==> src/rtl/rtc_irq_pkg.sv <==
// Shared constants for the alarm compare and interrupt flag unit.
// Assumes the flag bits occupy a contiguous run directly below the
// summary bit, ordered update-ended, alarm, periodic from LSB upward.
package rtc_irq_pkg;
    localparam int FIELD_W    = 8;   // width of one time or alarm byte
    localparam int NUM_FIELDS = 3;   // seconds, minutes, hours
    localparam int WILD_BITS  = 2;   // upper bits that mark a wildcard
    localparam int NUM_FLAGS  = 3;   // update-ended, alarm, periodic
    localparam int FLAG_LSB   = 4;   // byte position of the lowest flag
    localparam int SUM_BIT    = FLAG_LSB + NUM_FLAGS; // summary bit
    localparam int IDX_UPD    = 0;
    localparam int IDX_ALM    = 1;
    localparam int IDX_PER    = 2;
endpackage

==> src/rtl/rtc_alarm_match.sv <==
// Compares each current time field with its alarm byte.
// A field hits when the bytes are equal or when the alarm byte has all
// WILD_BITS upper bits set. The compare is purely combinational and
// works on raw bytes, so it does not depend on the number encoding.
// Assumes the fields are packed LSB-first: seconds, minutes, hours.
module rtc_alarm_match #(
    parameter int FIELD_W    = 8,
    parameter int NUM_FIELDS = 3,
    parameter int WILD_BITS  = 2
) (
    input  logic [NUM_FIELDS*FIELD_W-1:0] now_vals,
    input  logic [NUM_FIELDS*FIELD_W-1:0] alarm_vals,
    output logic [NUM_FIELDS-1:0]         field_hit,
    output logic                          all_hit
);
    localparam int WILD_LO = FIELD_W - WILD_BITS;

    for (genvar g = 0; g < NUM_FIELDS; g++) begin : g_field
        logic [FIELD_W-1:0] now_b;
        logic [FIELD_W-1:0] alm_b;
        logic               wild;
        // Slice one field and decide whether it matches.
        always_comb begin
            now_b        = now_vals[g*FIELD_W +: FIELD_W];
            alm_b        = alarm_vals[g*FIELD_W +: FIELD_W];
            wild         = &alm_b[FIELD_W-1:WILD_LO];
            field_hit[g] = wild || (now_b == alm_b);
        end
    end

    // All fields must hit for an alarm.
    always_comb all_hit = &field_hit;
endmodule

==> src/rtl/rtc_flag_reg.sv <==
// Sticky event flags with a clear-on-read strobe.
// Each bit is set by its event pulse and holds until a read strobe.
// A set in the same cycle as a clear wins, so no event is lost.
// Assumes a synchronous active-low reset.
module rtc_flag_reg #(
    parameter int NUM_FLAGS = 3
) (
    input  logic                 clk,
    input  logic                 rst_n,
    input  logic [NUM_FLAGS-1:0] set_ev,
    input  logic                 clr_rd,
    output logic [NUM_FLAGS-1:0] q
);
    for (genvar i = 0; i < NUM_FLAGS; i++) begin : g_bit
        // Hold, clear on read, or set on event (set has priority).
        always_ff @(posedge clk) begin
            if (!rst_n)         q[i] <= 1'b0;
            else if (set_ev[i]) q[i] <= 1'b1;
            else if (clr_rd)    q[i] <= 1'b0;
        end


        set_wins_chk: assert property (@(posedge clk) disable iff (!rst_n)
            set_ev[i] |=> q[i]);


        sticky_hold_chk: assert property (@(posedge clk) disable iff (!rst_n)
            (!set_ev[i] && !clr_rd) |=> (q[i] == $past(q[i])));
    end


    read_clear_chk: assert property (@(posedge clk) disable iff (!rst_n)
        (clr_rd && (set_ev == '0)) |=> (q == '0));
endmodule

==> src/rtl/rtc_irq_combine.sv <==
// Builds the host-visible flag byte from the sticky flags and enables.
// The summary bit is set when any flag is set together with its enable.
// Bits below FLAG_LSB are tied to zero. Purely combinational.
module rtc_irq_combine #(
    parameter int NUM_FLAGS = 3,
    parameter int FLAG_LSB  = 4,
    parameter int BYTE_W    = 8
) (
    input  logic [NUM_FLAGS-1:0] flags,
    input  logic [NUM_FLAGS-1:0] enables,
    output logic                 summary,
    output logic [BYTE_W-1:0]    flag_byte
);
    localparam int SUM_POS = FLAG_LSB + NUM_FLAGS;

    logic [NUM_FLAGS-1:0] gated;

    for (genvar i = 0; i < NUM_FLAGS; i++) begin : g_gate
        // Mask one flag by its enable.
        always_comb gated[i] = flags[i] && enables[i];
    end

    // Assemble the byte: summary on top, flags below it, zeros low.
    always_comb begin
        summary                              = |gated;
        flag_byte                            = '0;
        flag_byte[FLAG_LSB +: NUM_FLAGS]     = flags;
        flag_byte[SUM_POS]                   = summary;
    end
endmodule

==> src/rtl/rtc_irq_flags.sv <==
// Top of the alarm compare and interrupt flag unit.
// Checks the time against the alarm bytes on each update-ended tick,
// keeps sticky periodic/alarm/update flags, clears them on a host read
// and raises irq_o when an enabled flag is pending.
// Assumes time and alarm bytes are stable while upd_tick_i is high.
module rtc_irq_flags
    import rtc_irq_pkg::*;
(
    input  logic       clk,
    input  logic       rst_n,
    input  logic [7:0] sec_now_i,
    input  logic [7:0] min_now_i,
    input  logic [7:0] hr_now_i,
    input  logic [7:0] sec_alarm_i,
    input  logic [7:0] min_alarm_i,
    input  logic [7:0] hr_alarm_i,
    input  logic       per_ie_i,
    input  logic       alm_ie_i,
    input  logic       upd_ie_i,
    input  logic       per_tick_i,
    input  logic       upd_tick_i,
    input  logic       rd_flags_i,
    output logic       irq_o,
    output logic [7:0] flags_o
);
    localparam int VEC_W = NUM_FIELDS * FIELD_W;

    logic [VEC_W-1:0]      now_vec;
    logic [VEC_W-1:0]      alm_vec;
    logic [NUM_FIELDS-1:0] field_hit;
    logic                  all_hit;
    logic [NUM_FLAGS-1:0]  set_ev;
    logic [NUM_FLAGS-1:0]  flag_q;
    logic [NUM_FLAGS-1:0]  ie_vec;
    logic                  summary;

    // Pack time and alarm fields, seconds in the low byte.
    always_comb begin
        now_vec = {hr_now_i, min_now_i, sec_now_i};
        alm_vec = {hr_alarm_i, min_alarm_i, sec_alarm_i};
    end

    rtc_alarm_match #(
        .FIELD_W   (FIELD_W),
        .NUM_FIELDS(NUM_FIELDS),
        .WILD_BITS (WILD_BITS)
    ) u_match (
        .now_vals  (now_vec),
        .alarm_vals(alm_vec),
        .field_hit (field_hit),
        .all_hit   (all_hit)
    );

    // Route events and enables into flag index order.
    always_comb begin
        set_ev          = '0;
        set_ev[IDX_UPD] = upd_tick_i;
        set_ev[IDX_ALM] = upd_tick_i && all_hit;
        set_ev[IDX_PER] = per_tick_i;
        ie_vec          = '0;
        ie_vec[IDX_UPD] = upd_ie_i;
        ie_vec[IDX_ALM] = alm_ie_i;
        ie_vec[IDX_PER] = per_ie_i;
    end

    rtc_flag_reg #(
        .NUM_FLAGS(NUM_FLAGS)
    ) u_flags (
        .clk   (clk),
        .rst_n (rst_n),
        .set_ev(set_ev),
        .clr_rd(rd_flags_i),
        .q     (flag_q)
    );

    rtc_irq_combine #(
        .NUM_FLAGS(NUM_FLAGS),
        .FLAG_LSB (FLAG_LSB),
        .BYTE_W   (FIELD_W)
    ) u_comb (
        .flags    (flag_q),
        .enables  (ie_vec),
        .summary  (summary),
        .flag_byte(flags_o)
    );

    // Interrupt request follows the summary bit.
    always_comb irq_o = summary;


    alarm_needs_tick_chk: assert property (@(posedge clk) disable iff (!rst_n)
        $rose(flags_o[FLAG_LSB + IDX_ALM]) |-> $past(upd_tick_i));


    wildcard_all_chk: assert property (@(posedge clk) disable iff (!rst_n)
        (upd_tick_i && (&sec_alarm_i[7:6]) && (&min_alarm_i[7:6]) &&
         (&hr_alarm_i[7:6])) |=> flags_o[FLAG_LSB + IDX_ALM]);


    irq_masked_chk: assert property (@(posedge clk) disable iff (!rst_n)
        (!per_ie_i && !alm_ie_i && !upd_ie_i) |-> !irq_o);


    low_bits_chk: assert property (@(posedge clk) disable iff (!rst_n)
        flags_o[FLAG_LSB-1:0] == '0);


    reset_clear_chk: assert property (@(posedge clk)
        !rst_n |=> (flags_o == 8'h00 && !irq_o));
endmodule

==> config.mk <==
export PLATFORM = sky130hd
export DESIGN_NAME = rtc_irq_flags
export DESIGN_NICKNAME = d
export VERILOG_FILES = /design/src/rtl/rtc_irq_pkg.sv /design/src/rtl/rtc_alarm_match.sv /design/src/rtl/rtc_flag_reg.sv /design/src/rtl/rtc_irq_combine.sv /design/src/rtl/rtc_irq_flags.sv
export SDC_FILE = /design/constraint.sdc
export NUM_CORES = 1
export LEC_CHECK = 0
export ABC_AREA = 1
export BUFFER_PORTS_ARGS = -buffer_cell sky130_fd_sc_hd__buf_2
export CORE_MARGIN = 2
export CORE_UTILIZATION = 36
export DETAILED_ROUTE_END_ITERATION = 12
export GPL_ROUTABILITY_DRIVEN = 0
export PLACE_DENSITY_LB_ADDON = 0.1
export RECOVER_POWER = 50
export SETUP_SLACK_MARGIN = 0.02
export SLEW_MARGIN = 10
export SYNTH_ARGS = -nofsm -noshare
export SYNTH_HDL_FRONTEND = slang
export SYNTH_SLANG_ARGS = --single-unit
==> constraint.sdc <==
create_clock -name clk -period 1.6 [get_ports clk]
set_clock_uncertainty 0.2 [all_clocks]
set_input_delay 0.16 -clock clk [delete_from_list [all_inputs] [get_ports clk]]
set_output_delay 0.16 -clock clk [all_outputs]
set_load 0.05 [all_outputs]
* Word-level counts from Yosys, hierarchy flattened
Cells that the tools add are included.
** Cells by class
- Eq/ne operators :: 3
- Multiplexer cells :: 4
- Reductions and logical operators :: 15
** Operators with widths (number)
- $eq 8x8->1 :: 3
- $reduce_and 2->1 :: 3
- $reduce_bool 2->1 :: 3
- $logic_and 1x1->1 :: 4
- $mux 1 :: 4
- $logic_or 1x1->1 :: 3
- $reduce_and 3->1 :: 1
- $reduce_or 3->1 :: 1
** Word-level totals
- Register bits :: 3
- Output and inout bits :: 9
- Word-level logic and storage cells :: 25
- Input bits :: 56

* Logic depth before layout (Yosys ltp)
Gate-level depths: netlist of run 1.
- Depth in word-level cells :: 5
- Gate-level depth with buffers :: 11
- Gate-level depth less buffers :: 11

* Hierarchy
From an unflattened synthesis of run 1, not the netlist that was laid out.
** Second synthesis, totals
- Cells, all modules :: 123
- Area, all modules :: 628.1 um^2
** By module, submodules not included
- rtc_alarm_match :: sequential area each 0.0 um^2, cells each 94, times used 1, area each 435.4 um^2
- rtc_flag_reg :: sequential area each 60.1 um^2, cells each 14, times used 1, area each 105.1 um^2
- rtc_irq_combine :: sequential area each 0.0 um^2, cells each 13, times used 1, area each 80.1 um^2
- rtc_irq_flags :: sequential area each 0.0 um^2, cells each 2, times used 1, area each 7.5 um^2

* Least setup slack after synthesis of run 1
No wires, ideal clock.
- Kind :: flip-flop to output port
- Start :: reg u_flags.q[1]
- End :: out flags_o[7]
- Arrival :: 1.454 ns
- Cell stages (with the launch flop) :: 4
- Path slack :: -0.214 ns
- Data required time :: 1.240 ns
- Buffers on the path :: 1
- Cell sequence :: dfxtp_1 -> nand2_1 -> nand3_1 -> buf_4
** On the way
- Longest elaborated chain between the ends :: 2
** Ends and longest elaborated chain
- from (decl) :: line rtc_flag_reg.sv:12 : output logic [NUM_FLAGS-1:0] q
- from (signal, indexed assignment) :: line rtc_flag_reg.sv:17 : if (!rst_n) q[i] <= 1'b0;
- from (signal, indexed assignment) :: line rtc_flag_reg.sv:18 : else if (set_ev[i]) q[i] <= 1'b1;
- from (signal, indexed assignment) :: line rtc_flag_reg.sv:19 : else if (clr_rd) q[i] <= 1'b0;
- $logic_and 1x1->1 :: line rtc_irq_combine.sv:20 : always_comb gated[i] = flags[i] && enables[i];
- $reduce_or 3->1 :: line rtc_irq_combine.sv:25 : summary = |gated;
- to (decl) :: line rtc_irq_flags.sv:24 : output logic [7:0] flags_o
No other way between the ends.

* Worst setup path in the final report of run 1
- Start :: reg u_flags.q[1]
- End :: out flags_o[5]
No word-level cell between the ends.

==> results by group, run 1 <==
CTS
  • CTS Buf Count: 3
  • Htree depth: 1
  • Worst-path clk slew: approximately 0.04 ns
  • Clock root buffer: clkbuf_4
  • Post-CTS Setup Inserts: 0
  • CTS tree: built
  • Clk_lat worst skew: roughly 0.24 ns
  • Clk sinks: 3
  • Clock buffer depth: 2

Setup path
  • R2r startpoint: u_flags.q[1]
  • Setup CP Type: reg2out
  • Startpoint types: register
  • CP max FO: 3
  • CP delay by family, top: buffers and inverters
  • Critical Path AT: around 1.0 ns
  • Slowest-stage cell, CP: clkbuf_1
  • Crit. End Element: output port
  • Worst path bufs/invs: 1
  • Data required time of the critical path: between 1 and 1.5 ns
  • Crit. Startpoint: u_flags.q[1]
  • Crit-path cells: clkbuf_1
  • Critical Path Max Stage Delay: between 0.4 and 0.5 ns

Timing
  • Rel. slew slack: 60.16%
  • Slew Limit Fails: 0
  • Final worst-path cycle share: between 80% and 90%
  • RSZ-0062 raised after global routing: false
  • Max Freq: slightly above 0.7 GHz
  • Worst-margin pin slew: approximately 0.60 ns
  • Final worst slack: between 0.15 and 0.2 ns
  • Final Setup Violations: 0
  • Fin crit period: roughly 1.4 ns
  • Final hold viol count: 0
  • Setup TNS: 0 ns

Global routing
  • Largest net degree at the start of global routing: 4
  • Gr usage total: 16.29%
  • Total grt overflow: 0
  • Vias in the first global route: approximately 680
  • Antenna violations before repair: 0
  • First-pass GRT wire length: 2401 µm

Route
  • WL per Instance: 7.874 µm
  • Drt drc: 0
  • Vias post-DR: around 810
  • WL final: approximately 1600 µm
  • Pre-antenna DRT Iters: 4
  • Iter 0 DRT Violations: 14
  • Antenna violation net count after detailed routing: 0
  • Vias per cell: 4.111

Place
  • Area post-placement: about 900 µm²
  • Dpl ws: roughly 0.37 ns
  • Cells after DPL: 191
  • Detail Placement HPWL: about 1300 µm
  • Number of port buffers: 60

Layout
  • Biggest regs: u_flags.q (3)
  • Share of layout cells above drive strength 1: ~37%
  • Final Util: between 60% and 70%
  • Net count, final: around 240
  • Biggest register: u_flags.q
  • Commonest non-fill, non-tap cell in the layout: buf_2
  • Diodes inserted: 0
  • Max FFs per register: 3
  • Fin cells: approximately 200
  • Commonest cells after routing, fill and taps aside: buf_2, nand2_1, inv_1
  • Design area: 942.2 µm²
  • Layout Area Growth over Synthesis: 60.90%

Run
  • Maxcap violations: 0

Min path
  • Hold WC Path Type: in2reg
  • Min-delay src: rd_flags_i

Yosys
  • Mean Syn Cell Area: around 5 µm²
  • Synth Cell Area: 585.6 µm²
  • Synth warn: 0
  • Mapped Cells: 117
  • Post-synth top area share: 35.26%
  • Register area share after synthesis: slightly above 10%
  • Yosys reg bits: 3
  • Count of cell types in the netlist: 11
  • Post-synth top area cell: nand2_1
  • Top cells by area, synth: nand2_1, xnor2_1, inv_1, dfxtp_1, nor2_1

Floorplan
  • Die W: 44.33 µm
  • Core Area: about 1500 µm²
  • Die H: between 40 and 50 µm
  • Initial Util: between 30% and 40%
  • Num rows: 14
  • Io pins: 65
  • DIE AREA: approximately 2000 µm²

Outcome
  • Outcome: finished, final reports clean

Pwr
  • Pwr Density: 480.1 nW/µm²
  • Max IR drop VDD: 0.3913 mV
  • Reported leakage power: around 0.62 nW
==> stage by stage <==
step                      power (mW)  hold slack (ns)
after CTS                     0.4589         0.008304
final                         0.4524          0.02695
after global placement        0.3026           0.1726
after global routing          0.4865          0.08960
after detailed placement      0.3094           0.1852
after floorplan               0.2252          0.07731
==> synthesized netlist by cell type (all sizes together) <==
master and count:
nand2 56, dfxtp 3, inv 23, nor2 12, a21oi 2, buf 5, conb 1, xnor2 14
nand3 1
==> path summary, 6_finish.rpt <==
kind / end / slack, ns / cells after the start
worst min register to register: u_flags.q[2] / 0.29 / 2
worst max register to register: u_flags.q[1] / 0.76 / 4
worst min-delay path: u_flags.q[1] / 0.03 / 4
worst max-delay path: flags_o[5] / 0.20 / 1
==> area by class of cell <==
type	instances	area, µm²
multi-input cells	89	417.9
fillers	167	581.8
flip-flops and latches	3	63.81
clock buffers	4	26.28
repair buffers	63	327.8
inverters	23	86.33
well taps	16	20.02
==> routing by layer <==
| metal | up-vias | wire, µm | global-route usage (%) |
|---|---|---|---|
| met3 | 3 | 141 | 4.898 |
| li1 | 450 | - | - |
| met4 | 0 | 8 | 3.636 |
| met2 | 36 | 881 | 33.82 |
| met1 | 325 | 526 | 15.02 |
| met5 | - | 0 | 0 |
==> power by group <==
part           switching (mW)  internal (mW)  leakage, nW
clock network          0.0462         0.0939       0.0150
registers             0.00258         0.0794       0.0257
logic                   0.125          0.105        0.578
==> logic make-up (layout without fill, tap and decap cells) <==
family,after synthesis,after routing,synth area share (%)
other cells,1,4,0.6404
flops,3,3,10.26
xor+xnor,14,14,20.94
compound gates,2,2,1.709
simple gates,69,69,45.30
buf+inv,28,90,21.15
==> repair_timing <==
item                                    in CTS  in global routing
endpoints found under the hold margin        3                  0
endpoints found under the setup margin       0                  0
gates resized for setup                      0                  0
hold buffers                                 3                  0
Power figures use the tool's default switching activity.
==> run 2, diff against run 1 <==
--- a/config.mk
+++ b/config.mk
@@ -6,9 +6,9 @@
 export NUM_CORES = 1
 export LEC_CHECK = 0
 export ABC_AREA = 1
-export BUFFER_PORTS_ARGS = -buffer_cell sky130_fd_sc_hd__buf_2
+export BUFFER_PORTS_ARGS = -buffer_cell sky130_fd_sc_hd__buf_4
 export CORE_MARGIN = 2
-export CORE_UTILIZATION = 36
+export CORE_UTILIZATION = 37
 export DETAILED_ROUTE_END_ITERATION = 12
 export GPL_ROUTABILITY_DRIVEN = 0
 export PLACE_DENSITY_LB_ADDON = 0.1
@@ -17,4 +17,5 @@
 export SLEW_MARGIN = 10
 export SYNTH_ARGS = -nofsm -noshare
 export SYNTH_HDL_FRONTEND = slang
+export SYNTH_HIERARCHICAL = 1
 export SYNTH_SLANG_ARGS = --single-unit
==> run 2 against run 1 <==
Against the previous run: total power rose by 8.0%; routed wire length rose by 5.8%; synthesized cell count rose by 4.3%; sequential share of layout area fell by 1.4 points; global-route usage rose by 1.6 points; register-to-register slack improved by 0.02 ns; cell count rose by 2.0%; sequential power fell by 0.6%; synthesized area rose by 6.6%; via count rose by 3.1%; maximum frequency fell by 1.8%; critical path type unchanged; largest cell class is now buffers; largest power group unchanged.
==> results by group, run 2 <==
Timing
  • Rel. slew slack: between 60% and 70%
  • Final worst slack: between 0.15 and 0.2 ns
  • Hold WS: about 0.0012 ns
  • Final worst-path cycle share: about nine tenths
  • Max Freq: between 0.7 and 0.8 GHz
  • RSZ-0062 raised after global routing: false
  • Final Setup Violations: 0
  • Final hold viol count: 0
  • Setup TNS: 0 ns
  • Fin crit period: approximately 1.4 ns
  • Slew Limit Fails: 0
  • Worst-margin pin slew: about 0.59 ns

Pwr
  • Sw Pwr: roughly 0.17 mW
  • Combinational Power Share: between 50% and 60%
  • Flop pwr share: between 10% and 20%
  • Int Power: between 0.3 and 0.4 mW
  • Reported leakage power: around 0.70 nW
  • Clock power share: roughly 28%
  • Pwr Density: 437.2 nW/µm²
  • Max IR drop VDD: 0.2336 mV
  • Sw frac: a little over a third

CTS
  • CTS Buf Count: 3
  • Clk_lat worst skew: about 0.23 ns
  • Clock root buffer: clkbuf_4
  • Clock buffer depth: 2
  • Clk sinks: 3
  • CTS tree: built
  • Htree depth: 1
  • Worst-path clk slew: about 0.040 ns

Layout
  • Net count, final: approximately 240
  • Biggest regs: u_flags/q (3)
  • Commonest cells after routing, fill and taps aside: buf_4, nand2_1, inv_1
  • Fin cells: ~200
  • Biggest register: u_flags/q
  • Layout Area Growth over Synthesis: 78.96%
  • # fillers: 141
  • Commonest non-fill, non-tap cell in the layout: buf_4
  • Share of layout cells above drive strength 1: between 30% and 40%
  • Diodes inserted: 0
  • Max FFs per register: 3

Yosys
  • Mapped Cells: about 120
  • Synth Cell Area: roughly 620 µm²
  • Synth warn: 6
  • Mean Syn Cell Area: ~5.1 µm²

Setup path
  • Worst path bufs/invs: 1
  • R2r startpoint: u_flags/q[2]
  • Critical Path AT: ~1.1 ns
  • Startpoint types: register
  • CP max FO: 3
  • Slowest-stage cell, CP: clkbuf_1
  • Crit-path cells: clkbuf_1
  • Data required time of the critical path: between 1 and 1.5 ns
  • Setup CP Type: reg2out
  • CP delay by family, top: buffers and inverters
  • Crit. End Element: output port
  • Crit. Startpoint: u_flags/q[1]
  • Critical Path Max Stage Delay: between 0.4 and 0.5 ns

Place
  • Number of port buffers: 60
  • Dpl ws: roughly 0.24 ns
  • Detail Placement HPWL: between 1000 and 1500 µm
  • Cells after DPL: about 190

Route
  • Iter 0 DRT Violations: 4
  • Antenna violation net count after detailed routing: 0
  • Pre-antenna DRT Iters: 3
  • WL final: between 1500 and 2000 µm
  • Vias per cell: between 4 and 5
  • Vias post-DR: 839
  • Drt drc: 0
  • WL per Instance: between 8 and 9 µm

Min path
  • Min-delay src: rd_flags_i
  • Hold WC Path Type: in2reg

Global routing
  • First-pass GRT wire length: approximately 2800 µm
  • Gr usage total: 17.91%
  • Vias in the first global route: 817
  • Antenna violations before repair: 0
  • Total grt overflow: 0
  • Largest net degree at the start of global routing: 4

Run
  • Maxcap violations: 0

Floorplan
  • Num rows: 14
  • Die H: between 40 and 50 µm
  • Die W: 45.08 µm
  • Initial Util: 40.50%
  • DIE AREA: ~2000 µm²
  • Io pins: 65
  • Core Area: roughly 1500 µm²

Outcome
  • Outcome: finished, final reports clean
run 2: cell type report:
class                      count  area [µm²]  area share, %
clock buffer                   4       26.28          2.352
tap                           16       20.02          1.792
sequential                     3       60.06          5.375
multi-input combinational     88       417.9          37.40
timing repair buffer          65       495.5          44.34
inverter                      26       97.59          8.735
run 2: routing by layer:
| layer | wire [µm] | global-route usage (%) |
|---|---|---|
| met5 | 0 | 0 |
| met4 | 0 | 8.235 |
| met3 | 170 | 2.400 |
| met2 | 940 | 38.86 |
| met1 | 539 | 15.05 |
run 2: worst paths after layout:
| kind | cells past startpoint | slack, ns | to |
|---|---|---|---|
| worst max-delay path | 1 | 0.17 | flags_o[5] |
| worst min register to register | 2 | 0.29 | u_flags/q[0] |
| worst min-delay path | 4 | 0.001 | u_flags/q[2] |
| worst max register to register | 2 | 0.78 | u_flags/q[2] |
run 2: timing repair:
item / in CTS / in global routing
setup endpoints to repair: 0 / 2
hold buffers: 6 / 1
hold endpoints to repair: 3 / 1
buffers inserted: 0 / 0
resized for setup: 0 / 2
run 2: metrics by stage:
stage	instance area, µm²	util [%]	power [mW]
2_1_floorplan	635.6	-	0.2261
3_3_place_gp	1046	67.86	0.3402
3_5_place_dp	1046	67.86	0.3467
4_1_cts	1132	73.46	0.4945
5_1_grt	1117	72.48	0.5260
6_report	1117	72.48	0.4885
run 2: power by group through the flow:
| stage | logic [mW] | clock network (mW) | registers (mW) |
|---|---|---|---|
| floorplan | 0.144 | 0 | 0.0817 |
| global placement | 0.258 | 0 | 0.0822 |
| detailed placement | 0.264 | 0 | 0.0823 |
| CTS | 0.278 | 0.136 | 0.0812 |
| global route | 0.301 | 0.144 | 0.0815 |
| finish | 0.273 | 0.134 | 0.0815 |
